$ cat src/rtl/dmaif_pkg.sv
// Package: shared constants for the DMA interrupt flag bank.
// Holds the per-channel field layout and the two register offsets.
// Assumes byte offsets and a 4-bit field group per channel.
package dmaif_pkg;
    localparam int unsigned BITS_PER_CH = 4;
    localparam int unsigned EVT_PER_CH  = 3;
    // Event index inside a channel; the status field is index + 1.
    localparam int unsigned EVT_DONE    = 0;
    localparam int unsigned EVT_HALF    = 1;
    localparam int unsigned EVT_ERR     = 2;
    localparam int unsigned FLD_SUMMARY = 0;
    localparam int unsigned STAT_OFFSET = 0;
    localparam int unsigned CLR_OFFSET  = 4;

    // Bit position of field fld of channel ch in the status and clear words.
    function automatic int unsigned fld_pos(int unsigned ch, int unsigned fld);
        return ch * BITS_PER_CH + fld;
    endfunction
endpackage

$ cat src/rtl/dmaif_chan_flags.sv
// Module: dmaif_chan_flags
// Holds the sticky event flags of one DMA channel and forms its summary flag.
// Assumes event pulses and clear requests last one cycle each. A set request
// takes priority over any clear of the same flag.
module dmaif_chan_flags #(
    parameter int unsigned EVT_N = 3
) (
    input  logic             clk,
    input  logic             rst_n,
    input  logic [EVT_N-1:0] evt_set,
    input  logic [EVT_N-1:0] evt_clr,
    input  logic             clr_all,
    output logic [EVT_N-1:0] evt_flag,
    output logic             any_flag
);
    genvar k;
    generate
        for (k = 0; k < EVT_N; k++) begin : g_flag
            // Sticky flag: reset, then set wins, then single or channel-wide clear.
            always_ff @(posedge clk) begin
                if (!rst_n) begin
                    evt_flag[k] <= 1'b0;
                end else if (evt_set[k]) begin
                    evt_flag[k] <= 1'b1;
                end else if (evt_clr[k] || clr_all) begin
                    evt_flag[k] <= 1'b0;
                end
            end

            AST_SET_WINS: assert property (@(posedge clk) disable iff (!rst_n)
                evt_set[k] |=> evt_flag[k]);
            AST_CLEAR_DROPS: assert property (@(posedge clk) disable iff (!rst_n)
                (!evt_set[k] && (evt_clr[k] || clr_all)) |=> !evt_flag[k]);
            AST_IDLE_HOLDS: assert property (@(posedge clk) disable iff (!rst_n)
                (!evt_set[k] && !evt_clr[k] && !clr_all) |=> $stable(evt_flag[k]));
        end
    endgenerate

    // Summary flag: OR of the channel's event flags.
    always_comb begin
        any_flag = |evt_flag;
    end
endmodule

$ cat src/rtl/dmaif_clr_decode.sv
// Module: dmaif_clr_decode
// Turns a write to the clear offset into per-flag and per-channel clear
// strobes. Assumes a single-cycle write strobe. Writes to other offsets and
// to the reserved upper bits produce no strobe.
module dmaif_clr_decode
    import dmaif_pkg::*;
#(
    parameter int unsigned NUM_CH = 5,
    parameter int unsigned DATA_W = 32,
    parameter int unsigned ADDR_W = 4
) (
    input  logic                       clk,
    input  logic                       rst_n,
    input  logic                       wr_en,
    input  logic [ADDR_W-1:0]          waddr,
    input  logic [DATA_W-1:0]          wdata,
    output logic [NUM_CH*EVT_PER_CH-1:0] clr_evt,
    output logic [NUM_CH-1:0]          clr_all
);
    localparam int unsigned USED_W = NUM_CH * BITS_PER_CH;

    logic hit;

    // Address match for the clear word.
    always_comb begin
        hit = wr_en && (waddr == ADDR_W'(CLR_OFFSET));
    end

    genvar c, k;
    generate
        for (c = 0; c < NUM_CH; c++) begin : g_ch
            // Channel-wide clear strobe from the summary bit.
            always_comb begin
                clr_all[c] = hit && wdata[fld_pos(c, FLD_SUMMARY)];
            end
            for (k = 0; k < EVT_PER_CH; k++) begin : g_evt
                // Single-flag clear strobe from the matching event bit.
                always_comb begin
                    clr_evt[c*EVT_PER_CH + k] = hit && wdata[fld_pos(c, k + 1)];
                end
            end
        end
        if (DATA_W > USED_W) begin : g_rsvd
            logic unused_rsvd;
            // Reserved write bits are decoded by nothing.
            always_comb begin
                unused_rsvd = ^wdata[DATA_W-1:USED_W];
            end
        end
    endgenerate

    AST_NO_STRAY_CLEAR: assert property (@(posedge clk) disable iff (!rst_n)
        !(wr_en && (waddr == ADDR_W'(CLR_OFFSET))) |-> (clr_evt == '0 && clr_all == '0));
endmodule

$ cat src/rtl/dmaif_rd_mux.sv
// Module: dmaif_rd_mux
// Combinational read port. Returns the status word at the status offset and
// zero everywhere else, including the clear offset and the reserved bits.
module dmaif_rd_mux
    import dmaif_pkg::*;
#(
    parameter int unsigned NUM_CH = 5,
    parameter int unsigned DATA_W = 32,
    parameter int unsigned ADDR_W = 4
) (
    input  logic                          clk,
    input  logic                          rst_n,
    input  logic [ADDR_W-1:0]             raddr,
    input  logic [NUM_CH*BITS_PER_CH-1:0] status,
    output logic [DATA_W-1:0]             rdata
);
    localparam int unsigned USED_W = NUM_CH * BITS_PER_CH;

    // Select the status word or zero.
    always_comb begin
        rdata = '0;
        if (raddr == ADDR_W'(STAT_OFFSET)) begin
            rdata[USED_W-1:0] = status;
        end
    end

    AST_CLR_WORD_READS_ZERO: assert property (@(posedge clk) disable iff (!rst_n)
        (raddr == ADDR_W'(CLR_OFFSET)) |-> (rdata == '0));
endmodule

$ cat src/rtl/dma_irq_flag_bank.sv
// Module: dma_irq_flag_bank (top)
// Interrupt flag bank of a multi-channel DMA controller: sticky event flags
// set by engine pulses, cleared through a write-only clear word, read back
// through a status word, and one interrupt line per channel.
// Assumes a single clock and a synchronous active-low reset.
module dma_irq_flag_bank
    import dmaif_pkg::*;
#(
    parameter int unsigned NUM_CH = 5,
    parameter int unsigned DATA_W = 32,
    parameter int unsigned ADDR_W = 4
) (
    input  logic              clk,
    input  logic              rst_n,
    input  logic              reg_wr,
    input  logic [ADDR_W-1:0] reg_waddr,
    input  logic [DATA_W-1:0] reg_wdata,
    input  logic [ADDR_W-1:0] reg_raddr,
    output logic [DATA_W-1:0] reg_rdata,
    input  logic [NUM_CH-1:0] ev_done,
    input  logic [NUM_CH-1:0] ev_half,
    input  logic [NUM_CH-1:0] ev_err,
    output logic [NUM_CH-1:0] chan_irq
);
    localparam int unsigned USED_W = NUM_CH * BITS_PER_CH;
    localparam int unsigned EVT_W  = NUM_CH * EVT_PER_CH;

    logic [EVT_W-1:0]  clr_evt;
    logic [NUM_CH-1:0] clr_all;
    logic [EVT_W-1:0]  evt_flag;
    logic [NUM_CH-1:0] summary;
    logic [USED_W-1:0] status;

    dmaif_clr_decode #(
        .NUM_CH (NUM_CH),
        .DATA_W (DATA_W),
        .ADDR_W (ADDR_W)
    ) u_dec (
        .clk     (clk),
        .rst_n   (rst_n),
        .wr_en   (reg_wr),
        .waddr   (reg_waddr),
        .wdata   (reg_wdata),
        .clr_evt (clr_evt),
        .clr_all (clr_all)
    );

    genvar c;
    generate
        for (c = 0; c < NUM_CH; c++) begin : g_ch
            logic [EVT_PER_CH-1:0] set_vec;

            // Gather the channel's event pulses in field order.
            always_comb begin
                set_vec           = '0;
                set_vec[EVT_DONE] = ev_done[c];
                set_vec[EVT_HALF] = ev_half[c];
                set_vec[EVT_ERR]  = ev_err[c];
            end

            dmaif_chan_flags #(
                .EVT_N (EVT_PER_CH)
            ) u_chan (
                .clk      (clk),
                .rst_n    (rst_n),
                .evt_set  (set_vec),
                .evt_clr  (clr_evt[c*EVT_PER_CH +: EVT_PER_CH]),
                .clr_all  (clr_all[c]),
                .evt_flag (evt_flag[c*EVT_PER_CH +: EVT_PER_CH]),
                .any_flag (summary[c])
            );

            // Place summary and event flags into the channel's status field.
            always_comb begin
                status[c*BITS_PER_CH +: BITS_PER_CH] =
                    {evt_flag[c*EVT_PER_CH +: EVT_PER_CH], summary[c]};
            end

            AST_EVENT_RAISES_IRQ: assert property (@(posedge clk) disable iff (!rst_n)
                (ev_done[c] || ev_half[c] || ev_err[c]) |=> chan_irq[c]);
            AST_CHAN_CLEAR_EMPTIES: assert property (@(posedge clk) disable iff (!rst_n)
                (reg_wr && reg_waddr == ADDR_W'(CLR_OFFSET) && reg_wdata[c*BITS_PER_CH]
                 && !ev_done[c] && !ev_half[c] && !ev_err[c]) |=> !chan_irq[c]);
        end
    endgenerate

    // Interrupt lines follow the summary flags.
    always_comb begin
        chan_irq = summary;
    end

    dmaif_rd_mux #(
        .NUM_CH (NUM_CH),
        .DATA_W (DATA_W),
        .ADDR_W (ADDR_W)
    ) u_rd (
        .clk    (clk),
        .rst_n  (rst_n),
        .raddr  (reg_raddr),
        .status (status),
        .rdata  (reg_rdata)
    );

    AST_RSVD_READS_ZERO: assert property (@(posedge clk) disable iff (!rst_n)
        reg_rdata[DATA_W-1:USED_W] == '0);
endmodule

$ cat config.mk
export PLATFORM = sky130hd
export DESIGN_NAME = dma_irq_flag_bank
export DESIGN_NICKNAME = d
export VERILOG_FILES = /design/src/rtl/dmaif_pkg.sv /design/src/rtl/dmaif_chan_flags.sv /design/src/rtl/dmaif_clr_decode.sv /design/src/rtl/dmaif_rd_mux.sv /design/src/rtl/dma_irq_flag_bank.sv
export SDC_FILE = /design/constraint.sdc
export NUM_CORES = 1
export LEC_CHECK = 0
export ABC_AREA = 0
export BUFFER_PORTS_ARGS = -buffer_cell sky130_fd_sc_hd__buf_2
export CAP_MARGIN = 40
export CORE_MARGIN = 5
export CORE_UTILIZATION = 42
export DETAILED_ROUTE_END_ITERATION = 6
export GPL_ROUTABILITY_DRIVEN = 0
export PLACE_DENSITY = 0.83
export SYNTH_ARGS = -nofsm -noshare
export SYNTH_HDL_FRONTEND = slang
export SYNTH_HIERARCHICAL = 1
export SYNTH_SLANG_ARGS = --single-unit
$ cat constraint.sdc
create_clock -name clk -period 2.5 [get_ports clk]
set_input_delay 0.25 -clock clk [delete_from_list [all_inputs] [get_ports clk]]
set_output_delay 0.25 -clock clk [all_outputs]
set_load 0.05 [all_outputs]
==> After elaboration in Yosys (flattened, before gate mapping) <==
Index checks and enable logic that the tools add are counted.
{ "classes": {"reduce_logical": 57, "n_mux": 31, "n_eq_ne": 1} }
{ "ops": {"columns": ["op", "n"], "rows": [
  ["2-to-1 mux 1 bit", 30],
  ["nonzero test 2 bit", 15],
  ["logical AND 1 bit", 21],
  ["2-to-1 mux 20 bit", 1],
  ["logical OR 1 bit", 15],
  ["OR reduction 3 bit", 5],
  ["equality test 4 x 3 -> 1 bit (second input constant)", 1],
  ["zero test 4 bit", 1]
]} }
{ "word_totals": {"word_cells": 104, "inputBits": 58, "ff_bits": 15} }

==> Depth between registers and ports, before layout <==
Gate-level depths: netlist of the first run.
{ "logic_depth": {"depth_word": 6, "depth_mapped": 5, "mapped_depth_nobuf": 4} }

==> Hierarchy <==
Netlist of the first run, hierarchy kept.
{ "by_module_without_submodules": {"columns": ["module", "cells_each", "instances", "area_per_inst_um2"], "rows": [
  ["dmaif_chan_flags", 10, 5, 111.4],
  ["dmaif_clr_decode", 48, 1, 342.8],
  ["dmaif_rd_mux", 36, 1, 265.3]
]} }

==> Worst setup path after synthesis of the first run <==
OpenSTA, ideal clock, no wires.
{ "synth_path": {"kind": "register to output", "from": "register g_ch[4].u_chan.evt_flag[2]", "to": "output port reg_rdata[16]", "arrival_time_ns": 1.252, "slack_ns": 0.998, "stages_incl_launch_ff": 3, "path_cell_list": "dfxtp_1 or3_1 and2_2"} }
{ "synth_between": {"elab_chain_cells": 2} }
{ "synth_lines": {"columns": ["item", "line", "rtl"], "rows": [
  ["start: declaration", "dmaif_chan_flags.sv:13", "output logic [EVT_N-1:0] evt_flag,"],
  ["start signal: indexed assignment", "dmaif_chan_flags.sv:22", "evt_flag[k] <= 1'b0;"],
  ["start signal: indexed assignment", "dmaif_chan_flags.sv:24", "evt_flag[k] <= 1'b1;"],
  ["start signal: indexed assignment", "dmaif_chan_flags.sv:26", "evt_flag[k] <= 1'b0;"],
  ["OR reduction 3 bit", "dmaif_chan_flags.sv:41", "any_flag = |evt_flag;"],
  ["net chan_irq[4]", "dma_irq_flag_bank.sv:23", "output logic [NUM_CH-1:0] chan_irq"],
  ["2-to-1 mux 20 bit", "dmaif_rd_mux.sv:22", "if (raddr == ADDR_W'(STAT_OFFSET)) begin"],
  ["end: declaration", "dma_irq_flag_bank.sv:19", "output logic [DATA_W-1:0] reg_rdata,"]
]} }
The timed path passes the listed nets, and every way through them passes these cells.

==> Worst setup path in the final report of the first run <==
{ "layout_path": {"from": "register g_ch[4].u_chan.evt_flag[2]", "to": "output port reg_rdata[16]"} }
{ "layout_between": {"elab_chain_cells": 2} }
{ "layout_lines": {"columns": ["item", "line"], "rows": [
  ["OR reduction 3 bit", "dmaif_chan_flags.sv:41"],
  ["2-to-1 mux 20 bit", "dmaif_rd_mux.sv:22"]
]} }
No other way between the ends.

==> flow_summary.json, run 1 <==
{
  "final_util_pct": 55.2,
  "largest_register_ff_count": 15,
  "path_delay_family": "simple AND/OR/NAND/NOR gates",
  "ys_seq_area_share_pct": 25.8,
  "post-route-drc-count": 0,
  "yosys.cell_count.top_type": "nand2_1",
  "holdPathStages": 2,
  "setup_tns_ns": 0,
  "yosys_warnings": 6,
  "fmax_mhz": 620,
  "synthFlopType": "dfxtp_1",
  "grtUsageTotal_pct": 13.4,
  "status": "completed",
  "grt_max_degree": 21,
  "yosys-top-cells-count": "20 x nand2_1, 19 x and2_2, 18 x nor3_2",
  "yosysTopAreaCellShare_pct": 25.8,
  "core-area_sq_mm": 0.00271,
  "post_synth.cell_area_avg_sq_um": 8.69,
  "worst_r2r_path_depth": 2,
  "worstReg2RegStart": "g_ch[4].u_chan/evt_flag[1]$_SDFFE_PN0P_",
  "post-cts-setup-buffers": 0,
  "grt_overflow": 0,
  "fin_crit_sh_pct": 64.5,
  "synth.area.top_cells": "dfxtp_1 26%, nor3_2 15%, and2_2 12%",
  "synth_area_leader_cell": "dfxtp_1",
  "htree_levels": 1,
  "nets": 260,
  "combPwrFrac_pct": 34.8,
  "skew_ns": 0,
  "diodes": 0,
  "start_kind": "register",
  "cts_buffers": 3,
  "postRouteAntennaNets": 0,
  "viasPerCell": 4.80,
  "setup_violations": 0,
  "pwr-share-clk_pct": 22.1,
  "internal-power_mw": 0.387,
  "numClockSinks": 15,
  "clk_pin_slew_ns": 0.09,
  "worstPathArrival_ns": 1.36,
  "critPathMaxStageDelay_ns": 0.38,
  "peakVddDrop_mv": 0.326,
  "start_util_pct": 43.0,
  "die_area_sq_mm": 0.00393,
  "cts_hold_buf": 0,
  "fillers": 267,
  "synth-seq-cells": 15,
  "netlist_area_sq_mm": 0.00116,
  "crit_required_ns": 2.25,
  "cts_resized": 0,
  "antenna_found_initial": 0,
  "layout-area-overhead-vs-synth_pct": 28.5,
  "grt_pass1_wl_um": 4470,
  "num_rows": 19,
  "cp_max_fo": 3,
  "critPathCaptureType": "primary output",
  "cp_cell_sequence": "or3_1 -> and2_2 -> buf_2",
  "grt_pass1_vias": 1074,
  "drv_cap": 0,
  "vias": 1113,
  "async_reset_ff_share_pct": 0,
  "holdCritPathClass": "input pin to register",
  "io_pins": 95,
  "chipWidth_um": 62.7,
  "drt_first_pass_iters": 3,
  "worst-setup-path-type": "register to primary output",
  "post_drt_wl_per_cell_um": 11.7,
  "post-route-min-period_ns": 1.61,
  "p_seq_share_pct": 43.2,
  "syn_inst": 134,
  "finalMaxSlewViolations": 0,
  "p_sw_mw": 0.228,
  "postRouteWirelength_um": 2710,
  "switching_share_pct": 37.1,
  "cp.depth": 3,
  "drive_gt1_share_pct": 57.7,
  "clock_latency_ns": 0.27,
  "top_register": "g_ch.u_chan/evt_flag",
  "post-dp-hpwl_um": 2160,
  "port_buffers": 70,
  "finalHoldViolCount": 0,
  "cts_buffer_depth": 2,
  "root_buffer": "clkbuf_4",
  "p_leak_nw": 0.727,
  "crit_path_top_delay_cell": "or3_1",
  "drtIter0Drc": 16,
  "hold_path.startpoint": "ev_done[4]",
  "rsz0062_at_grt": "no",
  "cp_num_buf_inv": 1,
  "cts_tree": "built",
  "synth_edf_count": 0,
  "reg_top3": "g_ch.u_chan/evt_flag: 15 flops",
  "crit_start": "g_ch[4].u_chan/evt_flag[2]$_SDFFE_PN0P_",
  "die-height_um": 62.7,
  "yosysUniqueCellTypes": 18,
  "power_density_mw_per_mm2": 411
}
[layer usage]
metal / up-vias / track usage [%] / routed length, um
met3: 2 / 5.04 / 322
met5: - / 0 / 0
met1: 496 / 15.5 / 1080
met4: 0 / 3.98 / 13
met2: 50 / 22.9 / 1290
li1: 565 / - / -
[worst register-to-register path: cells and delay by family, from the launching register on]
family,cells,cell delay (ns)
simple gates,1,0.13
compound gates,1,0.17
flops,1,0.33
[power groups by stage]
| stage | Combinational [mW] | Sequential [mW] | Clock [mW] |
|---|---|---|---|
| 6_report | 0.214 | 0.266 | 0.136 |
| 5_1_grt | 0.230 | 0.269 | 0.160 |
| 2_1_floorplan | 0.177 | 0.268 | 0 |
| 3_3_place_gp | 0.213 | 0.271 | 0 |
| 3_5_place_dp | 0.215 | 0.272 | 0 |
| 4_1_cts | 0.215 | 0.266 | 0.148 |
[per-stage QoR]
stage / setup WS, ns / hold WS (ns) / area, sq um / std cells / power [mW]
2_1_floorplan: 0.998 / 0.368 / 1210 / 145 / 0.445
3_3_place_gp: 0.983 / 0.459 / 1470 / 228 / 0.484
3_5_place_dp: 0.985 / 0.460 / 1470 / 228 / 0.486
4_1_cts: 0.863 / 0.157 / 1500 / 232 / 0.629
5_1_grt: 0.795 / 0.154 / 1500 / 232 / 0.659
6_report: 0.888 / 0.173 / 1500 / 232 / 0.615
[cells by family (layout without fill, tap and decap cells)]
kind of cell	count (synthesis)	after routing	synth area share [%]
buffers and inverters	20	76	12.0
AO/OA/AOI/OAI	15	15	9.67
flip-flops	15	15	25.8
other	1	12	0.322
AND/OR/NAND/NOR	83	83	52.2
[final cells by class]
class	instances	area [sq um]	area share, %
clock buffer	4	26.3	1.76
multi-input combinational	110	766	51.2
sequential	15	300	20.1
tap	31	38.8	2.59
timing repair buffer	72	365	24.4
[path summary, 6_finish.rpt]
check | slack [ns] | to
hold reg to reg | 0.64 | g_ch[3].u_chan/evt_flag[2]$_SDFFE_PN0P_
hold / removal | 0.17 | g_ch[4].u_chan/evt_flag[0]$_SDFFE_PN0P_
setup / recovery | 0.89 | reg_rdata[16]
setup reg to reg | 1.78 | g_ch[4].u_chan/evt_flag[1]$_SDFFE_PN0P_
[placed cells by master, fill, tap and decap left out]
| cell | count |
|---|---|
| dfxtp_1 | 15 |
| or3_1 | 5 |
| conb_1 | 12 |
| buf_2 | 70 |
| buf_4 | 2 |
| clkbuf_1 | 1 |
| nor3_2 | 18 |
| or2_4 | 1 |
| nand2b_1 | 1 |
| and2_1 | 1 |
| clkbuf_4 | 3 |
| nand2_1 | 20 |
| nor3b_1 | 15 |
| and2_2 | 19 |
| nor3_4 | 2 |
| o21a_1 | 15 |
| nor4_2 | 1 |
No activity file was read; power rests on OpenSTA's default activity.
==> run 2, diff against run 1 <==
--- a/config.mk
+++ b/config.mk
@@ -9,10 +9,10 @@
 export BUFFER_PORTS_ARGS = -buffer_cell sky130_fd_sc_hd__buf_2
 export CAP_MARGIN = 40
 export CORE_MARGIN = 5
-export CORE_UTILIZATION = 42
+export CORE_UTILIZATION = 39
 export DETAILED_ROUTE_END_ITERATION = 6
 export GPL_ROUTABILITY_DRIVEN = 0
-export PLACE_DENSITY = 0.83
+export PLACE_DENSITY = 0.77
 export SYNTH_ARGS = -nofsm -noshare
 export SYNTH_HDL_FRONTEND = slang
 export SYNTH_HIERARCHICAL = 1
==> constraint.sdc (replaced) <==
create_clock -name clk -period 1.5 [get_ports clk]
set_input_delay 0.15 -clock clk [delete_from_list [all_inputs] [get_ports clk]]
set_output_delay 0.15 -clock clk [all_outputs]
set_load 0.05 [all_outputs]
==> flow_summary.json, run 2 (same netlist as run 1, synthesis figures left out) <==
{
  "cts_buffer_depth": 2,
  "grt_pass1_vias": 1104,
  "peakVddDrop_mv": 0.375,
  "final_util_pct": 55.8,
  "post-route-drc-count": 0,
  "finalMaxSlewViolations": 0,
  "post-dp-hpwl_um": 2240,
  "io_pins": 95,
  "top_register": "g_ch.u_chan/evt_flag",
  "nets": 260,
  "fillers": 279,
  "post-route-min-period_ns": 1.45,
  "cts_buffers": 3,
  "chipWidth_um": 64.7,
  "dp_cells": 228,
  "root_buffer": "clkbuf_4",
  "drive_gt1_share_pct": 61.7,
  "r2r_end": "g_ch[0].u_chan/evt_flag[0]$_SDFFE_PN0P_",
  "multi_input_area_sq_um": 781,
  "reg2reg_setup_slack_ns": 0.77,
  "start_util_pct": 41.5,
  "power_density_mw_per_mm2": 671,
  "cts_hold_buf": 0,
  "numClockSinks": 15,
  "critPathCaptureType": "primary output",
  "drv_cap": 0,
  "stdcell_count": 232,
  "fin_crit_sh_pct": 96.8,
  "htree_levels": 1,
  "largest_register_ff_count": 15,
  "placed_cell_area_sq_mm": 0.00147,
  "drtIter0Drc": 25,
  "grt_max_degree": 21,
  "stdcell_area_sq_mm": 0.00157,
  "grt_pass1_wl_um": 4530,
  "most-common-layout-cells": "65 x buf_2, 20 x nand2_1, 18 x nor3_2",
  "status": "completed",
  "endpoint": "reg_rdata[4]",
  "rsz0062_at_grt": "yes",
  "holdCritPathClass": "input pin to register",
  "die_area_sq_mm": 0.00418,
  "diodes": 0,
  "final_common_cell": "buf_2",
  "reg_top3": "g_ch.u_chan/evt_flag: 15 flops",
  "p_leak_nw": 0.741,
  "start_kind": "register",
  "skew_ns": 0,
  "post-cts-setup-buffers": 0,
  "antenna_found_initial": 0,
  "grtUsageTotal_pct": 13.2,
  "postRouteWirelength_um": 2890,
  "cp_max_fo": 3,
  "worstReg2RegStart": "g_ch[0].u_chan/evt_flag[0]$_SDFFE_PN0P_",
  "viasPerCell": 4.85,
  "num_rows": 19,
  "die-height_um": 64.7,
  "postRouteAntennaNets": 0,
  "worstPathArrival_ns": 1.30,
  "drt_first_pass_iters": 4,
  "post_drt_wl_per_cell_um": 12.5,
  "fmax_mhz": 689,
  "layout-area-overhead-vs-synth_pct": 34.4,
  "port_buffers": 70,
  "worst-setup-path-type": "register to primary output",
  "regArea_sq_um": 308,
  "cts_tree": "built",
  "core-area_sq_mm": 0.00281,
  "whs_ns": 0.0673,
  "pre_cts_slack_ns": 0.186,
  "grt_overflow": 0,
  "setup_slack_ns": 0.0479,
  "clk_pin_slew_ns": 0.09,
  "crit_start": "g_ch[1].u_chan/evt_flag[2]$_SDFFE_PN0P_",
  "setup_violations": 0,
  "vias": 1125,
  "crit_required_ns": 1.35,
  "worst_r2r_path_depth": 2,
  "finalHoldViolCount": 0,
  "clock_latency_ns": 0.28
}
[run 2: layer usage]
layer  vias up  wire length (um)  track usage [%]  share of wire, %
met5         -                 0                0                 0
met1       498              1200             15.4                41
met2        61              1370             23.3                47
li1        564                 -                -                 -
met4         0                13             2.37              0.45
met3         2               308             4.84                11
[run 2: stage by stage]
step / TNS, ns / power (mW)
global route: -0.0157 / 1.11
detailed placement: 0 / 0.812
global placement: 0 / 0.808
finish: 0 / 1.05
floorplan: 0 / 0.741
CTS: 0 / 1.06
[run 2: worst min-delay path by stage]
stage	from	end	slack (ns)	cells after the start
detailed placement	ev_done[1]	g_ch[1].u_chan/evt_flag[0]$_SDFFE_PN0P_	0.36	2
finish	ev_err[0]	g_ch[0].u_chan/evt_flag[2]$_SDFFE_PN0P_	0.07	2
global placement	ev_err[0]	g_ch[0].u_chan/evt_flag[2]$_SDFFE_PN0P_	0.36	2
floorplan	rst_n	g_ch[0].u_chan/evt_flag[0]$_SDFFE_PN0P_	0.27	1
global route	ev_done[4]	g_ch[4].u_chan/evt_flag[0]$_SDFFE_PN0P_	0.05	2
CTS	ev_err[0]	g_ch[0].u_chan/evt_flag[2]$_SDFFE_PN0P_	0.05	2
[run 2: critical path, cell delays in order, from the launching register on]
cell and delay (ns):
dfxtp_2 0.33, or3_1 0.37, and2_2 0.18, buf_6 0.15
[run 2: area by class of cell]
class | count | area share (%)
timing repair buffer | 72 | 26.3
tap | 31 | 2.48
sequential | 15 | 19.7
clock buffer | 4 | 1.68
multi-input combinational | 110 | 49.9
[run 2: power by group]
| part | internal (mW) | switching [mW] | total, mW |
|---|---|---|---|
| Combinational | 0.126 | 0.247 | 0.373 |
| Sequential | 0.430 | 0.0164 | 0.446 |
| Clock | 0.103 | 0.128 | 0.231 |
| Total | 0.659 | 0.392 | 1.05 |
[run 2: what timing repair did]
item	CTS	global route
endpoints found under the setup margin	5	5
pin swaps	0	1
gates resized for setup	8	18
==> run 3, diff against run 2 <==
--- a/config.mk
+++ b/config.mk
@@ -5,14 +5,14 @@
 export SDC_FILE = /design/constraint.sdc
 export NUM_CORES = 1
 export LEC_CHECK = 0
-export ABC_AREA = 0
+export ABC_AREA = 1
 export BUFFER_PORTS_ARGS = -buffer_cell sky130_fd_sc_hd__buf_2
-export CAP_MARGIN = 40
+export CAP_MARGIN = 20
 export CORE_MARGIN = 5
-export CORE_UTILIZATION = 39
+export CORE_UTILIZATION = 25
 export DETAILED_ROUTE_END_ITERATION = 6
 export GPL_ROUTABILITY_DRIVEN = 0
-export PLACE_DENSITY = 0.77
+export PLACE_DENSITY = 0.53
 export SYNTH_ARGS = -nofsm -noshare
 export SYNTH_HDL_FRONTEND = slang
 export SYNTH_HIERARCHICAL = 1
==> flow_summary.json, run 3 <==
{
  "regArea_sq_um": 300,
  "peakVddDrop_mv": 0.276,
  "finalPower_mw": 1.12,
  "start_kind": "register",
  "antenna_found_initial": 0,
  "yosys_warnings": 6,
  "netlist_area_sq_mm": 0.00117,
  "most-common-layout-cells": "82 x inv_1, 69 x buf_2, 24 x nor2_2",
  "async_reset_ff_share_pct": 0,
  "synth.area.top_cells": "inv_1 26%, dfxtp_1 26%, nor2_2 10%",
  "nets": 325,
  "critPathMaxStageDelay_ns": 0.38,
  "synth_area_leader_cell": "inv_1",
  "critPathCaptureType": "primary output",
  "final_util_pct": 35.5,
  "yosys-top-cells-count": "82 x inv_1, 22 x nor2_1, 19 x nor2_2",
  "grt_max_degree": 21,
  "pre_cts_slack_ns": 0.340,
  "cp_max_fo": 3,
  "crit_required_ns": 1.35,
  "drtIter0Drc": 22,
  "clock_latency_ns": 0.24,
  "p_seq_share_pct": 40.2,
  "combPwrFrac_pct": 30.5,
  "cts_hold_buf": 0,
  "chipWidth_um": 78.4,
  "fin_crit_sh_pct": 94.2,
  "setup_violations": 0,
  "cp_cell_sequence": "or3_1 -> inv_1 -> nor2_2 -> buf_2",
  "cp_num_buf_inv": 2,
  "postRouteAntennaNets": 0,
  "post-cts-setup-buffers": 0,
  "post_drt_wl_per_cell_um": 9.29,
  "postRouteWirelength_um": 2950,
  "p_sw_mw": 0.397,
  "viasPerCell": 3.76,
  "cts_buffers": 3,
  "diodes": 0,
  "drt_first_pass_iters": 4,
  "drive_gt1_share_pct": 38.3,
  "start_util_pct": 26.3,
  "largest_register_ff_count": 15,
  "grtUsageTotal_pct": 9.66,
  "synth_edf_count": 0,
  "final_common_cell": "inv_1",
  "fmax_mhz": 707,
  "drv_cap": 0,
  "post-dp-hpwl_um": 2450,
  "placed_cell_area_sq_mm": 0.00153,
  "num_rows": 24,
  "root_buffer": "clkbuf_8",
  "cts_resized": 0,
  "yosysTopAreaCellShare_pct": 26.3,
  "grt_overflow": 0,
  "path_delay_family": "simple AND/OR/NAND/NOR gates",
  "vias": 1195,
  "pwr-share-clk_pct": 29.3,
  "switching_share_pct": 35.6,
  "ys_seq_area_share_pct": 25.7,
  "internal-power_mw": 0.719,
  "skew_ns": 0,
  "p_leak_nw": 0.989,
  "top_register": "g_ch.u_chan/evt_flag",
  "core-area_sq_mm": 0.00444,
  "grt_pass1_vias": 1156,
  "cts_buffer_depth": 2,
  "crit_path_top_delay_cell": "or3_1",
  "post-route-drc-count": 0,
  "syn_inst": 195,
  "io_pins": 95,
  "reg_top3": "g_ch.u_chan/evt_flag: 15 flops",
  "fillers": 516,
  "numClockSinks": 15,
  "worst-setup-path-type": "register to primary output",
  "rsz0062_at_grt": "no",
  "dp_cells": 314,
  "port_buffers": 70,
  "setup_tns_ns": 0,
  "htree_levels": 1,
  "finalHoldViolCount": 0,
  "worstPathArrival_ns": 1.26,
  "setup_slack_ns": 0.0864,
  "status": "completed",
  "layout-area-overhead-vs-synth_pct": 35.0,
  "yosysUniqueCellTypes": 13,
  "whs_ns": 0.139,
  "post-route-min-period_ns": 1.41,
  "die-height_um": 78.4,
  "stdcell_count": 318,
  "power_density_mw_per_mm2": 707,
  "die_area_sq_mm": 0.00615,
  "post_synth.cell_area_avg_sq_um": 6.00,
  "grt_pass1_wl_um": 4910,
  "yosys.cell_count.top_type": "inv_1",
  "stdcell_area_sq_mm": 0.00158,
  "holdCritPathClass": "input pin to register",
  "finalMaxSlewViolations": 0,
  "synth-seq-cells": 15,
  "clk_pin_slew_ns": 0.06,
  "synthFlopType": "dfxtp_1",
  "multi_input_area_sq_um": 480,
  "cts_tree": "built"
}
==> run 3: power by group through the flow <==
stage / clock network, mW / logic [mW] / registers [mW]
2_1_floorplan: 0 / 0.276 / 0.451
6_report: 0.327 / 0.341 / 0.449
5_1_grt: 0.367 / 0.375 / 0.452
3_5_place_dp: 0 / 0.343 / 0.457
4_1_cts: 0.347 / 0.344 / 0.449
3_3_place_gp: 0 / 0.340 / 0.457
==> run 3: worst min-delay path: cells and delay by family <==
kind | cells | cell delay, ns
buffers and inverters | 2 | 0.13
AOI/OAI and AO/OA | 1 | 0.05
==> run 3: path summary, 6_finish.rpt <==
path	start	endpoint	slack, ns	cells past startpoint
setup / recovery	g_ch[1].u_chan/evt_flag[2]$_SDFFE_PN0P_	reg_rdata[4]	0.09	4
hold / removal	ev_done[4]	g_ch[4].u_chan/evt_flag[0]$_SDFFE_PN0P_	0.14	3
setup reg to reg	g_ch[3].u_chan/evt_flag[0]$_SDFFE_PN0P_	g_ch[3].u_chan/evt_flag[0]$_SDFFE_PN0P_	0.87	2
hold reg to reg	g_ch[1].u_chan/evt_flag[1]$_SDFFE_PN0P_	g_ch[1].u_chan/evt_flag[1]$_SDFFE_PN0P_	0.49	2
==> run 3: cells by family (layout without fill, tap and decap cells) <==
group                  after synthesis  in the layout  share of synthesized area (%)
AND/OR/NAND/NOR                     66             66                           29.7
buffers and inverters               98            158                           37.9
other                                1             12                          0.321
AO/OA/AOI/OAI                       15             15                           6.42
flip-flops                          15             15                           25.7
==> run 3: per-layer routing <==
layer	vias up	wire length (um)	track usage (%)	share of wire (%)
met3	2	266	2.86	9.0
met5	-	0	0	0
li1	652	-	-	-
met4	0	8	2.62	0.27
met2	45	1350	16.5	46
met1	496	1330	11.8	45
==> run 3: final cells by class <==
class | instances | area share [%]
multi-input combinational | 93 | 30.4
timing repair buffer | 72 | 24.1
tap | 52 | 4.12
sequential | 15 | 19.0
inverter | 82 | 19.5
clock buffer | 4 | 2.85
